## config.mk

```make
export PLATFORM = sky130hd
export DESIGN_NAME = spi_burst_engine
export DESIGN_NICKNAME = d
export VERILOG_FILES = /design/src/rtl/spi_eng_pkg.sv /design/src/rtl/spi_cfg_regs.sv /design/src/rtl/spi_cs_gen.sv /design/src/rtl/spi_shift_core.sv /design/src/rtl/spi_burst_engine.sv
export SDC_FILE = /design/constraint.sdc
export NUM_CORES = 1
export LEC_CHECK = 0
export BUFFER_PORTS_ARGS = -buffer_cell sky130_fd_sc_hd__buf_2
export CAP_MARGIN = 10
export CORE_MARGIN = 3
export CORE_UTILIZATION = 40
export CTS_CLUSTER_DIAMETER = 60
export DETAILED_ROUTE_END_ITERATION = 10
export PLACE_DENSITY = 0.65
export REMOVE_ABC_BUFFERS = 1
export SLEW_MARGIN = 20
export SYNTH_ARGS = -nofsm -noshare
export SYNTH_HDL_FRONTEND = slang
export SYNTH_SLANG_ARGS = --single-unit
```

## constraint.sdc

```tcl
create_clock -name clk -period 2.6 [get_ports clk]
set_input_delay 0.52 -clock clk [delete_from_list [all_inputs] [get_ports clk]]
set_output_delay 0.52 -clock clk [all_outputs]
set_load 0.02 [all_outputs]
```

## src/rtl/spi_eng_pkg.sv

```systemverilog
package spi_eng_pkg;
  localparam int WORD_W = 8;
  localparam int CS_N   = 4;
  localparam int CNT_W  = 24;
  localparam int IDX_W  = 2;

  typedef struct packed {
    logic             lsb_first;
    logic             rx_drop;
    logic             cs_lvl;
    logic             cs_man;
    logic [IDX_W-1:0] cs_idx;
    logic             cs_low;
    logic             cpol;
    logic             cpha;
  } xfer_cfg_t;

  // Field positions of the control word.
  localparam int B_CPHA = 0;
  localparam int B_CPOL = 1;
  localparam int B_CSLO = 2;
  localparam int B_IDX  = 4;
  localparam int B_MAN  = 6;
  localparam int B_LVL  = 7;
  localparam int B_DROP = 8;
  localparam int B_LSB  = 12;
  localparam int B_GO   = 31;

  function automatic xfer_cfg_t cfg_unpack(input logic [31:0] w);
    xfer_cfg_t c;
    c.cpha      = w[B_CPHA];
    c.cpol      = w[B_CPOL];
    c.cs_low    = w[B_CSLO];
    c.cs_idx    = w[B_IDX +: IDX_W];
    c.cs_man    = w[B_MAN];
    c.cs_lvl    = w[B_LVL];
    c.rx_drop   = w[B_DROP];
    c.lsb_first = w[B_LSB];
    return c;
  endfunction

  function automatic logic [31:0] cfg_pack(input xfer_cfg_t c, input logic busy);
    logic [31:0] w;
    w = '0;
    w[B_CPHA]         = c.cpha;
    w[B_CPOL]         = c.cpol;
    w[B_CSLO]         = c.cs_low;
    w[B_IDX +: IDX_W] = c.cs_idx;
    w[B_MAN]          = c.cs_man;
    w[B_LVL]          = c.cs_lvl;
    w[B_DROP]         = c.rx_drop;
    w[B_LSB]          = c.lsb_first;
    w[B_GO]           = busy;
    return w;
  endfunction

  // Puts the first wire bit at the MSB end of the shifter.
  function automatic logic [WORD_W-1:0] word_orient(input logic [WORD_W-1:0] d,
                                                    input logic lsb);
    logic [WORD_W-1:0] r;
    for (int i = 0; i < WORD_W; i++) r[i] = d[WORD_W-1-i];
    return lsb ? r : d;
  endfunction
endpackage

```

## src/rtl/spi_cfg_regs.sv

```systemverilog
module spi_cfg_regs
  import spi_eng_pkg::*;
#(
  parameter int CW = CNT_W
) (
  input  logic          clk,
  input  logic          rst_n,
  input  logic          ctrl_we,
  input  logic [31:0]   ctrl_wdata,
  input  logic          blen_we,
  input  logic [CW-1:0] blen_wdata,
  input  logic          tlen_we,
  input  logic [CW-1:0] tlen_wdata,
  input  logic          done,
  output xfer_cfg_t     cfg,
  output logic [CW-1:0] burst_len,
  output logic [CW-1:0] tx_len,
  output logic          busy,
  output logic          go,
  output logic [31:0]   ctrl_rdata
);
  assign go         = ctrl_we & ctrl_wdata[B_GO] & ~busy;
  assign ctrl_rdata = cfg_pack(cfg, busy);

  always_ff @(posedge clk or negedge rst_n) begin
    if (!rst_n) begin
      cfg       <= '0;
      burst_len <= '0;
      tx_len    <= '0;
      busy      <= 1'b0;
    end else begin
      if (!busy) begin
        if (ctrl_we) cfg       <= cfg_unpack(ctrl_wdata);
        if (blen_we) burst_len <= blen_wdata;
        if (tlen_we) tx_len    <= tlen_wdata;
      end
      if (go)        busy <= 1'b1;
      else if (done) busy <= 1'b0;
    end
  end
endmodule

```

## src/rtl/spi_cs_gen.sv

```systemverilog
module spi_cs_gen
  import spi_eng_pkg::*;
#(
  parameter int N = CS_N
) (
  input  xfer_cfg_t    cfg,
  input  logic         active,
  output logic [N-1:0] cs_lines
);
  for (genvar g = 0; g < N; g++) begin : g_line
    logic sel;
    assign sel = (cfg.cs_idx == IDX_W'(g));
    assign cs_lines[g] = sel ? (cfg.cs_man ? cfg.cs_lvl : (active ^ cfg.cs_low))
                             : cfg.cs_low;
  end
endmodule

```

## src/rtl/spi_shift_core.sv

```systemverilog
module spi_shift_core
  import spi_eng_pkg::*;
#(
  parameter int W  = WORD_W,
  parameter int CW = CNT_W
) (
  input  logic          clk,
  input  logic          rst_n,
  input  logic          tick,
  input  logic          go,
  input  xfer_cfg_t     cfg,
  input  logic [CW-1:0] burst_len,
  input  logic [CW-1:0] tx_len,
  input  logic          txf_empty,
  input  logic [W-1:0]  txf_data,
  output logic          txf_pop,
  input  logic          miso,
  output logic          rxf_push,
  output logic [W-1:0]  rxf_data,
  output logic          sclk,
  output logic          mosi,
  output logic          active,
  output logic          done,
  output logic          loading,
  output logic          shifting,
  output logic          tx_pending
);
  localparam int HC_W = $clog2(2 * W);
  localparam logic [HC_W-1:0] HMAX = HC_W'(2 * W - 1);

  typedef enum logic [1:0] {S_IDLE, S_LOAD, S_SHIFT} st_t;

  st_t             st;
  logic [CW-1:0]   b_left, t_left;
  logic [HC_W-1:0] hcnt;
  logic            ph, mo;
  logic [W-1:0]    tx_sh, rx_sh, rx_full, next_byte;
  logic            lead_tick, trail_tick, shift_ev, samp_ev, last_tick, load_ok;

  assign loading    = (st == S_LOAD);
  assign shifting   = (st == S_SHIFT);
  assign active     = (st != S_IDLE);
  assign tx_pending = (t_left != '0);

  assign lead_tick  = tick & shifting & ~hcnt[0];
  assign trail_tick = tick & shifting &  hcnt[0];
  assign shift_ev   = cfg.cpha ? lead_tick  : trail_tick;
  assign samp_ev    = cfg.cpha ? trail_tick : lead_tick;
  assign last_tick  = tick & shifting & (hcnt == HMAX);

  assign done    = loading & (b_left == '0);
  assign load_ok = loading & (b_left != '0) & (~tx_pending | ~txf_empty);
  assign txf_pop = load_ok & tx_pending;

  assign next_byte = tx_pending ? word_orient(txf_data, cfg.lsb_first) : '0;
  assign rx_full   = samp_ev ? {rx_sh[W-2:0], miso} : rx_sh;
  assign rxf_push  = last_tick & ~(cfg.rx_drop & tx_pending);
  assign rxf_data  = word_orient(rx_full, cfg.lsb_first);

  assign sclk = cfg.cpol ^ ph;
  assign mosi = mo;

  always_ff @(posedge clk or negedge rst_n) begin
    if (!rst_n) begin
      st     <= S_IDLE;
      b_left <= '0;
      t_left <= '0;
      hcnt   <= '0;
      ph     <= 1'b0;
      mo     <= 1'b0;
      tx_sh  <= '0;
      rx_sh  <= '0;
    end else begin
      unique case (st)
        S_IDLE: begin
          if (go) begin
            b_left <= burst_len;
            t_left <= tx_len;
            st     <= S_LOAD;
          end
        end
        S_LOAD: begin
          if (done) begin
            st <= S_IDLE;
            mo <= 1'b0;
          end else if (load_ok) begin
            hcnt <= '0;
            ph   <= 1'b0;
            st   <= S_SHIFT;
            if (cfg.cpha) begin
              tx_sh <= next_byte;
            end else begin
              mo    <= next_byte[W-1];
              tx_sh <= {next_byte[W-2:0], 1'b0};
            end
          end
        end
        S_SHIFT: begin
          if (tick) begin
            ph   <= ~ph;
            hcnt <= hcnt + 1'b1;
          end
          if (shift_ev) begin
            mo    <= tx_sh[W-1];
            tx_sh <= {tx_sh[W-2:0], 1'b0};
          end
          if (samp_ev) rx_sh <= rx_full;
          if (last_tick) begin
            b_left <= b_left - 1'b1;
            t_left <= tx_pending ? t_left - 1'b1 : '0;
            st     <= S_LOAD;
          end
        end
        default: st <= S_IDLE;
      endcase
    end
  end
endmodule

```

## src/rtl/spi_burst_engine.sv

```systemverilog
module spi_burst_engine
  import spi_eng_pkg::*;
#(
  parameter int W  = WORD_W,
  parameter int CW = CNT_W,
  parameter int N  = CS_N
) (
  input  logic          clk,
  input  logic          rst_n,
  input  logic          tick,
  input  logic          ctrl_we,
  input  logic [31:0]   ctrl_wdata,
  input  logic          blen_we,
  input  logic [CW-1:0] blen_wdata,
  input  logic          tlen_we,
  input  logic [CW-1:0] tlen_wdata,
  output logic [31:0]   ctrl_rdata,
  input  logic          txf_empty,
  input  logic [W-1:0]  txf_data,
  output logic          txf_pop,
  output logic          rxf_push,
  output logic [W-1:0]  rxf_data,
  output logic          sclk,
  output logic          mosi,
  input  logic          miso,
  output logic [N-1:0]  cs_lines,
  output logic          xfer_done
);
  xfer_cfg_t     cfg;
  logic [CW-1:0] burst_len, tx_len;
  logic          busy, go, active, loading, shifting, tx_pending;

  spi_cfg_regs #(.CW(CW)) u_regs (
    .clk(clk), .rst_n(rst_n),
    .ctrl_we(ctrl_we), .ctrl_wdata(ctrl_wdata),
    .blen_we(blen_we), .blen_wdata(blen_wdata),
    .tlen_we(tlen_we), .tlen_wdata(tlen_wdata),
    .done(xfer_done), .cfg(cfg), .burst_len(burst_len), .tx_len(tx_len),
    .busy(busy), .go(go), .ctrl_rdata(ctrl_rdata)
  );

  spi_shift_core #(.W(W), .CW(CW)) u_core (
    .clk(clk), .rst_n(rst_n), .tick(tick), .go(go), .cfg(cfg),
    .burst_len(burst_len), .tx_len(tx_len),
    .txf_empty(txf_empty), .txf_data(txf_data), .txf_pop(txf_pop),
    .miso(miso), .rxf_push(rxf_push), .rxf_data(rxf_data),
    .sclk(sclk), .mosi(mosi), .active(active), .done(xfer_done),
    .loading(loading), .shifting(shifting), .tx_pending(tx_pending)
  );

  spi_cs_gen #(.N(N)) u_cs (
    .cfg(cfg), .active(active), .cs_lines(cs_lines)
  );
endmodule

```

# Word-level counts from Yosys, hierarchy flattened

Cells that the tools add are included.

Input bits: 96
Flip-flop bits (word level): 130

Multiplexer cells: 43
Bitwise gates (word level): 21
Eq/ne operators: 14
Add/sub/neg operators: 3
Reduce and logical (&&, ||, !) cells: 18

Operator list:

| kind                    | number |
|---|---|
| $mux W24                | 5 |
| $pmux W24 S2            | 2 |
| $mux W8                 | 8 |
| $reduce_bool A24 Y1     | 2 |
| $sub A24 B1 Y24 const B | 2 |
| $logic_not A24 Y1       | 1 |
| $mux W1                 | 16 |
| $pmux W8 S2             | 1 |
| $and A1 B1 Y1           | 12 |
| $mux W4                 | 3 |
| $ne A2 B2 Y1 const B    | 6 |
| $reduce_and A4 Y1       | 3 |
| $mux W2                 | 4 |
| $pmux W4 S2             | 1 |
| $reduce_and A2 Y1       | 4 |
| $reduce_bool A2 Y1      | 4 |
| $eq A2 B2 Y1 const B    | 3 |
| $ne A3 B3 Y1 const B    | 2 |
| $not A1 Y1              | 6 |
| $pmux W2 S3             | 1 |
| $reduce_and A3 Y1       | 2 |
| $add A4 B1 Y4 const B   | 1 |
| $eq A2 B1 Y1 const B    | 2 |
| $eq A4 B4 Y1 const B    | 1 |
| other kinds (4)         | 7 |

# Depth between registers and ports, before layout

Word-level depth: 7
Depth in mapped cells: 9
Mapped depth without buffers: 8

# By module

Synthesis repeated with hierarchy kept, for this count alone.

Cell total of the unflattened synthesis: 691
Area, all modules: 7429.6 um2

By module, submodules not included:

| module         | times used | sequential area each (um2) | area each (um2) | cells an instance |
|---|---|---|---|---|
| spi_shift_core | 1          | 1801.7                     | 4748.3          | 516 |
| spi_cfg_regs   | 1          | 1451.4                     | 2597.5          | 161 |
| spi_cs_gen     | 1          | 0.0                        | 83.8            | 14 |

# Worst setup path before layout

OpenSTA, ideal clock, no wires.

Path type: flip-flop to output port
From: register u_core.t_left[12]
To: output txf_pop
Required time: 2080 ps
Path slack: -120 ps
Buffers on the path: 1
Arrival time: 2200 ps
Cell stages (with the launch flop): 7
Path through: dfrtp_1 > or4_1 > buf_2 > nor4_4 > nand3_2 > a211o_2 > nor2_1

Cells in the longest elaborated chain, start to end: 5

RTL lines:

| item                    | RTL line               | source |
|---|---|---|
| start, declared         | spi_shift_core.sv:34   | `logic [CW-1:0] b_left, t_left;` |
| start signal, assigned  | spi_shift_core.sv:78   | `t_left <= tx_len;` |
| start signal, assigned  | spi_shift_core.sv:110  | `t_left <= tx_pending ? t_left - 1'b1 : '0;` |
| $reduce_bool A24 Y1 (*) | spi_shift_core.sv:43   | `assign tx_pending = (t_left != '0);` |
| $not A1 Y1              | spi_shift_core.sv:52   | `assign load_ok = loading & (b_left != '0) & (~tx_pending \| ~txf_empty);` |
| $or A1 B1 Y1            | spi_shift_core.sv:52   |  |
| $and A1 B1 Y1           | spi_shift_core.sv:52   |  |
| $and A1 B1 Y1 (*)       | spi_shift_core.sv:53   | `assign txf_pop = load_ok & tx_pending;` |
| end, declared           | spi_burst_engine.sv:20 | `output logic txf_pop,` |

Every way passes the cells marked *; elsewhere a longest branch is shown, timed or not.

# Worst setup path after layout

Same ends and word-level chain as after synthesis.

==> implementation parameters <==
Parameter                              Value

Floorplan
  Height of the die    137 µm
  Number of placed I/O pins    145
  Die span in x    137 µm
  Site row count    47
  Die Area    18800 µm²
  Initial Util    0.413
  Placeable core region    ~17000 µm²

Cells and area
  Layout-stage area growth over the synthesis result    24.1%
  Most common library cell in the layout ignoring fill and taps    dfrtp_1
  Antenna diode instance count    0
  Fill cell instance count of the final layout    about 1500
  Fraction of final layout cells with drive strength greater than 1    0.340
  Commonest non-fill, non-tap cells in the layout    130 x dfrtp_1, 95 x buf_2, 58 x o21ai_0
  Net count of the finished layout    908

Detailed routing
  WL per Instance    16.1 µm
  DRC violations left    0
  Starting DRC count in detailed routing    347
  Vias    around 5600
  Detail-routed via count per cell    5.39
  Iteration count of the initial detailed-routing pass    7
  Detail Route Antenna Nets    0
  Final Routed Wirelength    about 17000 µm

Worst setup path
  Kind of cell with the highest combined delay on the critical path    simple AND/OR/NAND/NOR gates
  Required arrival time at the worst endpoint    about 2.1 ns
  Arrival time reported for the critical path endpoint    2.32 ns
  Buffers and inverters on the worst path    1
  Worst path max stage delay    0.56 ns
  Cell Chain, Critical Path    or4_4 > nor4_4 > nand3_2 > a211o_2 > nor2_2 > buf_6
  Type of element capturing the critical path    output port
  Critical path launch point type    flop
  Worst Setup Path Type    flop to output port
  CP max FO    2
  Cell type of the slowest stage on the worst timing path    or4_4

Clocking
  Clock latency on the worst-skew pair    0.42 ns
  CTS buffer count    17
  Max H-tree Level    4
  Clock tree from TritonCTS    done
  Worst-path clk slew    0.06 ns
  Maximum number of buffers from clock root to sink    2
  CTS Root Cell    clkbuf_16
  Total clock sinks    130

Logic synthesis
  Area contributors post-synth    dfrtp_1 47%, mux2_2 9.1%, o21ai_0 4.2%
  Share of the synthesized area in the top cell type    0.472
  Syn. warnings    0
  Library cell with the largest summed area after synthesis    dfrtp_1
  Sequential element share of the synthesized area    0.472
  Register bit count reported by yosys    130
  Asr flop ratio synth    1.00
  Netlist Area Pre-Place    6900 µm²
  Post-synthesis instance total    between 600 and 700
  Post-synth EDFFs    0
  Average cell area after synthesis    10.1 µm²
  Dominant register cell in the synthesized netlist    dfrtp_1
  Count of unique library cells instantiated by Yosys    66

Global route
  Via count of the first global-routing pass    5396
  Pin count of the biggest net entering global routing    54
  Residual overflow from global routing    0
  Met3 Resource Use GR    0.0515
  Met1 Use GR    0.256
  All-layer global routing usage    0.185
  Routing layer with the top usage in global route    met2
  Met2 routing resource usage after global routing    0.286
  Global-route wire length before repair    27500 µm
  Antenna violations before repair    1

Worst hold path
  Type of the worst min-delay path    primary input to async pin

Pwr
  Internal Pwr Total    0.00539 W
  Total power consumption of the routed design    between 0.008 and 0.009 W
  Pwr/cell area    1020 nW/µm²
  Clk pwr share    0.239
  Switching power as a share of total power    0.381
  Switching power    0.00332 W
  Combinational share of power    0.435
  Share of power burned in registers    0.327
  Worst vdd rail ir drop    between 600 and 700 µV
  Leakage power summed over all cells    between 3 and 4 nW

Job
  Max-Cap Viols    0

STA
  Least setup slack across all paths after layout    -0.239 ns
  Minimum clock period after layout    between 2 and 3 ns
  Final Cycle Share    1.09
  Hold violation total from the final report    0
  Final number of setup-violating endpoints    3
  Highest clock frequency the design can meet    between 0.3 and 0.4 GHz
  Rel. slew slack    0.588
  Number of slew-limit violations in the final report    0
  Measured slew at the worst slew-check pin    0.618 ns
  Setup repair after global routing missed its margin    true
  Post-route worst hold slack    0.0485 ns
  Setup clock skew after layout    0.00664 ns

Status
  Run status    complete, but fails checks
  Failing checks    negative setup slack

Placement
  Port buffer count    100
  HPWL after detailed placement    11500 µm
  Last weighted congestion value of the routability-driven placer    0.838
==> state kept, by name, summed over array words and instances, names as in the netlist <==
name	cells
u_core.b_left	24
u_core.t_left	24
u_regs.burst_len	24
u_regs.tx_len	24
u_regs.cfg	9
u_core.rx_sh	8
u_core.tx_sh	8
u_core.hcnt	4
u_core.st	2
u_core.mosi	1
u_core.ph	1
u_regs.busy	1
==> kinds of logic after synthesis <==
group                    count (synthesis)  share of synthesized area
other                                    1                   0.000544
multiplexers                            87                      0.148
AND/OR/NAND/NOR                        196                      0.146
adder cells (fa/ha/maj)                  5                    0.00907
XOR/XNOR                                 6                    0.00762
buffers and inverters                   83                     0.0601
flip-flops                             130                      0.472
AO/OA/AOI/OAI                          172                      0.157
==> stage by stage <==
step	setup WS, ns	cells	cell area (µm²)	setup TNS [ns]	utilization
5_1_grt	-0.362	1037	8550	-0.883	0.512
3_5_place_dp	0.0803	1002	7790	0	0.467
3_3_place_gp	0.0942	1002	7790	0	0.467
6_report	-0.239	1037	8550	-0.500	0.512
2_1_floorplan	-1.73	638	6640	-58.95	-
4_1_cts	-0.267	1034	8390	-0.567	0.503
==> routing by layer <==
metal	wire length, µm	share of wire	up-vias
li1	-	-	2690
met1	7750	0.46	2754
met2	7860	0.47	128
met3	863	0.052	20
met4	241	0.014	2
met5	10	0.00060	-
==> worst reg2reg max path, delay by kind of cell (launching register included) <==
family,cells,cell delay (ns)
AO/OA/AOI/OAI,1,0.26
buffers and inverters,3,0.41
flip-flops,1,0.37
multiplexers,1,0.31
AND/OR/NAND/NOR,4,1.08
==> power by group through the flow <==
stage,clock network [W],registers [W],logic (W)
finish,0.00208,0.00284,0.00379
detailed placement,0,0.00280,0.00342
global route,0.00223,0.00290,0.00420
floorplan,0,0.00279,0.00212
CTS,0.00213,0.00279,0.00361
global placement,0,0.00279,0.00337
==> repair_timing <==
item	in CTS	in global routing
resized for setup	19	28
hold buffers	0	0
endpoints found under the setup margin	11	21
setup buffers	3	4
pin swaps	8	3
cloned	0	0
==> area by class of cell <==
type	count	area (µm²)	area share
multi-input cells	488	3490	0.408
flip-flops and latches	130	3250	0.380
repair buffers	150	961	0.112
clock buffers	23	468	0.0547
well taps	220	275	0.0322
inverters	20	75.1	0.00878
clock inverters	6	35.0	0.00410
==> path summary, 6_finish.rpt <==
kind                              startpoint                 to  slack, ns  cells past startpoint
setup / recovery           u_core.t_left[12]            txf_pop      -0.24                      6
hold / removal                         rst_n  u_regs.tx_len[18]       0.05                      1
setup reg to reg           u_core.t_left[12]    u_core.tx_sh[1]       0.06                      9
hold reg to reg              u_core.tx_sh[0]    u_core.tx_sh[0]       0.50                      1
max in group asynchronous              rst_n        u_core.mosi       1.90                      2
min in group clk               tlen_wdata[4]   u_regs.tx_len[4]       0.32                      3
==> cell usage after synthesis (16+ instances only) <==
cell	number
dfrtp_1	130
o21ai_0	58
mux2_2	56
a21oi_1	46
nor2_1	46
nand2_1	43
clkbuf_1	28
nor3_1	25
buf_4	23
mux2i_1	22
inv_1	20
nand3_1	20
o22ai_1	16
No activity file was read; power rests on OpenSTA's default activity.
